$ cat config.mk
export PLATFORM = sky130hd
export DESIGN_NAME = irq_fold
export DESIGN_NICKNAME = d
export VERILOG_FILES = /design/src/rtl/irq_fold.sv
export SDC_FILE = /design/constraint.sdc
export NUM_CORES = 1
export LEC_CHECK = 0
export BUFFER_PORTS_ARGS = -buffer_cell sky130_fd_sc_hd__buf_2
export CORE_MARGIN = 5
export CORE_UTILIZATION = 50
export CTS_BUF_LIST = sky130_fd_sc_hd__clkbuf_4 sky130_fd_sc_hd__clkbuf_8
export DETAILED_ROUTE_END_ITERATION = 8
export GPL_ROUTABILITY_DRIVEN = 0
export PLACE_DENSITY = 0.7
export SLEW_MARGIN = 10
export SYNTH_ARGS = -nofsm -noshare
export SYNTH_HDL_FRONTEND = slang
export SYNTH_SLANG_ARGS = --single-unit
$ cat constraint.sdc
create_clock -name clk -period 2 [get_ports clk]
set_input_delay 0.2 -clock clk [delete_from_list [all_inputs] [get_ports clk]]
set_output_delay 0.2 -clock clk [all_outputs]
set_load 0.02 [all_outputs]
$ cat src/rtl/irq_fold.sv
module irq_fold #(
  parameter int N_SRC = 64,
  parameter int WORD  = 32,
  parameter int AW    = 6
) (
  input  logic             clk,
  input  logic             rst_n,
  input  logic [N_SRC-1:0] src_irq,
  input  logic             bus_we,
  input  logic [AW-1:0]    bus_addr,
  input  logic [WORD-1:0]  bus_wdata,
  output logic [WORD-1:0]  bus_rdata,
  output logic [1:0]       irq_n
);
  localparam int NOUT      = 2;
  localparam int NW        = N_SRC / WORD;
  localparam int MASK_BASE = 1;
  localparam int STAT_BASE = MASK_BASE + NOUT * NW;

  logic [N_SRC-1:0] mask_q [NOUT];
  logic [N_SRC-1:0] stat   [NOUT];
  logic [N_SRC-1:0] sync1_q, sync2_q;
  logic             glb_q;
  logic [NOUT-1:0]  line_en_q;
  logic [NOUT-1:0]  irq_n_q;
  int               widx;

  assign widx  = int'(bus_addr[AW-1:2]);
  assign irq_n = irq_n_q;

  always_ff @(posedge clk or negedge rst_n) begin
    if (!rst_n) begin
      sync1_q <= '0;
      sync2_q <= '0;
    end else begin
      sync1_q <= src_irq;
      sync2_q <= sync1_q;
    end
  end

  always_ff @(posedge clk or negedge rst_n) begin
    if (!rst_n) begin
      glb_q     <= 1'b0;
      line_en_q <= '0;
    end else if (bus_we && widx == 0) begin
      glb_q     <= bus_wdata[0];
      line_en_q <= bus_wdata[NOUT:1];
    end
  end

  for (genvar k = 0; k < NOUT; k++) begin : g_out
    assign stat[k] = sync2_q & mask_q[k];

    always_ff @(posedge clk or negedge rst_n) begin
      if (!rst_n) begin
        mask_q[k]  <= '0;
        irq_n_q[k] <= 1'b1;
      end else begin
        for (int w = 0; w < NW; w++)
          if (bus_we && widx == MASK_BASE + k * NW + w)
            mask_q[k][w*WORD +: WORD] <= bus_wdata;
        irq_n_q[k] <= ~(glb_q & line_en_q[k] & (|stat[k]));
      end
    end

    AST_LINE_NEEDS_SRC: assert property (@(posedge clk) disable iff (!rst_n)
      !irq_n_q[k] |-> $past(|stat[k]));
    AST_LINE_EN_GATE: assert property (@(posedge clk) disable iff (!rst_n)
      !line_en_q[k] |=> irq_n_q[k]);
  end

  always_comb begin
    bus_rdata = '0;
    if (widx == 0) begin
      bus_rdata[0]      = glb_q;
      bus_rdata[NOUT:1] = line_en_q;
    end
    for (int k = 0; k < NOUT; k++)
      for (int w = 0; w < NW; w++) begin
        if (widx == MASK_BASE + k * NW + w) bus_rdata = mask_q[k][w*WORD +: WORD];
        if (widx == STAT_BASE + k * NW + w) bus_rdata = stat[k][w*WORD +: WORD];
      end
  end

  AST_GLOBAL_OFF: assert property (@(posedge clk) disable iff (!rst_n)
    !glb_q |=> irq_n_q == '1);
  AST_MASK_LOAD: assert property (@(posedge clk) disable iff (!rst_n)
    (bus_we && widx == MASK_BASE) |=> mask_q[0][WORD-1:0] == $past(bus_wdata));
endmodule

==> metrics.cfg <==
[run_status]
run_status=finished with violations
violations=negative setup slack

[cts]
cts.clk_slew.worst_paths_ns=0.07
clk_path_buf_depth=3
clk_latency_ns=0.56
htreeDepth=2
clock_sink_count=261
clockRootBuffer=clkbuf_8
tritoncts=yes
cts_buffers=43

[route]
drt_iter0_drc=1091
route.vias.total=8771
routed_via_density=6.16
drt_wl_total_um=35300
ant_nets=0
drt_pre_antenna_iters=5
wl_per_cell_um=24.8
drc=0

[sta]
period_share=1.15
setup_viol=5
fin_crit_ns=2.30
clock.fmax_mhz=434
max_slew_margin=0.635
fin_hold_ws_ns=0.133
hold_viol=0
tightest_slew_ns=0.548
fin_worst_skew_ns=0.0179
fin_ws_ns=-0.303
rsz0062_at_grt=yes
slew_viol_final=0

[critical_path]
cp_common_cell=buf_6
worst_ep_required_time_ns=1.80
critical-path-max-stage-delay_ns=0.41
worstPathBufferInverterCount=3
worstSetupPathType=reg -> out
path_cells=buf_6 -> buf_4 -> o211a_1 -> a311o_1 -> o211ai_1 -> a22oi_2 -> buf_6
startpoint_type=flip-flop
crit_family=compound AO/OA/AOI/OAI gates
endpoint_kind=output port
cp.arrival_ns=2.10
cp_slowest_cell=dfrtp_1
crit_fanout=3

[layout]
final_cell_mix=dfrtp_1 (249), mux2_2 (131), buf_2 (122), dlygate4sd3_1 (97), buf_4 (91)
area_growth_pct=37.8
final_cell_area_um2=14600
diodes=0
drive_gt1_frac=0.432
nets=1220
layout_commonest_cell=dfrtp_1

[synth]
syn_inst=776
synthAdderAreaFrac=0
synth_cell_types=49
synth-edff-count=0
synth-xor-area-share=0
ys_seq_elements=261
syn_area_um2=10600
synth_simple_gate_area_frac=0.0478
async_flop_share=1.00
ys_warn_count=0
syn_nets=881
synth_mux_area_frac=0.139
yosys_most_used_dff=dfrtp_1
ys_seq_area_frac=0.615
synth_top_family_by_area=compound AO/OA/AOI/OAI gates
synth_area_per_cell_um2=13.7
synth_compound_area_frac=0.175

[global_route]
grt_pass1_vias=8990
overflow=0
grt_pass1_wl_um=53300
grt_max_degree=82
antenna_found_initial=0
grtUsageTotal=0.286

[floorplan]
die_area_um2=24200
start_util=0.507
die_h_um=156
pin_count=139
row_count=53
die_w_um=156
core_um2=21000

[placed_design]
dpl-instance-area_um2=12100
dp_slack_ns=-0.111
dp_hpwl_um=23200
io_buffers=136

[job]
drv_cap=0

[pwr]
p_leak_uw=0.00676
irDropWorstVdd_uv=722
powerDensity_nw_per_um2=1020

[worst_hold_path]
hp-class=in -> async

==> final cells by class <==
class | count | area (µm²)
fillers | 1494 | 6330
clock buffers | 65 | 851
well taps | 275 | 344
repair buffers | 336 | 2630
inverters | 6 | 22.5
clock inverters | 13 | 196
multi-input cells | 467 | 4040
flip-flops and latches | 261 | 6550
==> sequential cells by signal (all words and copies together), names as in the netlist <==
name,cells
sync1_q,64
sync2_q,64
glb_q,1
mask_q,128
line_en_q,2
irq_n,2
==> path summary, 6_finish.rpt <==
check	cells after the start	end	startpoint	slack [ns]
min	2	sync2_q[7]	rst_n	0.13
min reg2reg	0	sync2_q[59]	sync1_q[59]	0.33
max in group asynchronous	3	sync2_q[3]	rst_n	1.09
min in group clk	2	sync1_q[36]	src_irq[36]	0.28
max	7	bus_rdata[11]	sync2_q[11]	-0.30
max reg2reg	6	irq_n[0]	sync2_q[8]	-0.02
==> cells in the mapped netlist (12+ instances only) <==
cell type / count / area, µm²
dfrtp_1: 259 / 6480
mux2_2: 131 / 1480
a22oi_1: 42 / 315
o21ai_0: 41 / 205
a221oi_1: 29 / 254
a22o_1: 29 / 254
buf_2: 27 / 135
o211ai_1: 22 / 165
nand2b_1: 21 / 131
a21o_1: 14 / 105
nand2_1: 14 / 52.6
nor2_1: 14 / 52.6
nand3_1: 12 / 60.1
o211a_1: 12 / 120
==> timing repair <==
item / CTS / global route
hold buffers: 97 / 0
endpoints found under the setup margin: 13 / 20
pin swaps: 17 / 19
endpoints found under the hold margin: 430 / 0
buffers inserted: 19 / 10
gates resized for setup: 25 / 45
==> logic make-up after synthesis <==
| group | after synthesis |
|---|---|
| AND/OR/NAND/NOR | 92 |
| buffers and inverters | 48 |
| AO/OA/AOI/OAI | 244 |
| multiplexers | 131 |
| flip-flops | 261 |
==> stage by stage <==
step                      utilization  power [µW]  std cells  TNS (ns)
after CTS                       0.686       14700       1414    -0.722
after global routing            0.698       15400       1423     -1.11
after floorplan                     -        7840        776         0
after global placement          0.579        8910       1222    -0.186
after detailed placement        0.579        8970       1222    -0.173
final                           0.698       14900       1423    -0.748
==> worst register-to-register path, stage by stage (launching register included) <==
cell and delay (ns):
dfrtp_1 0.44, a22o_1 0.27, a221oi_2 0.21, buf_4 0.16, nand3_1 0.06, or4_4 0.54, o311ai_4 0.26
==> power by group <==
group          switching, µW  internal, µW
Sequential               812          6050
Clock                   2180          3380
Combinational           1150          1340
==> layer usage <==
layer | GRT usage | share of wire | up-vias
li1 | - | - | 3691
met1 | 0.385 | 0.38 | 4353
met2 | 0.455 | 0.47 | 605
met3 | 0.0605 | 0.11 | 122
met4 | 0.124 | 0.043 | 0
met5 | 0 | 0 | -
No activity file was read; power rests on OpenSTA's default activity.
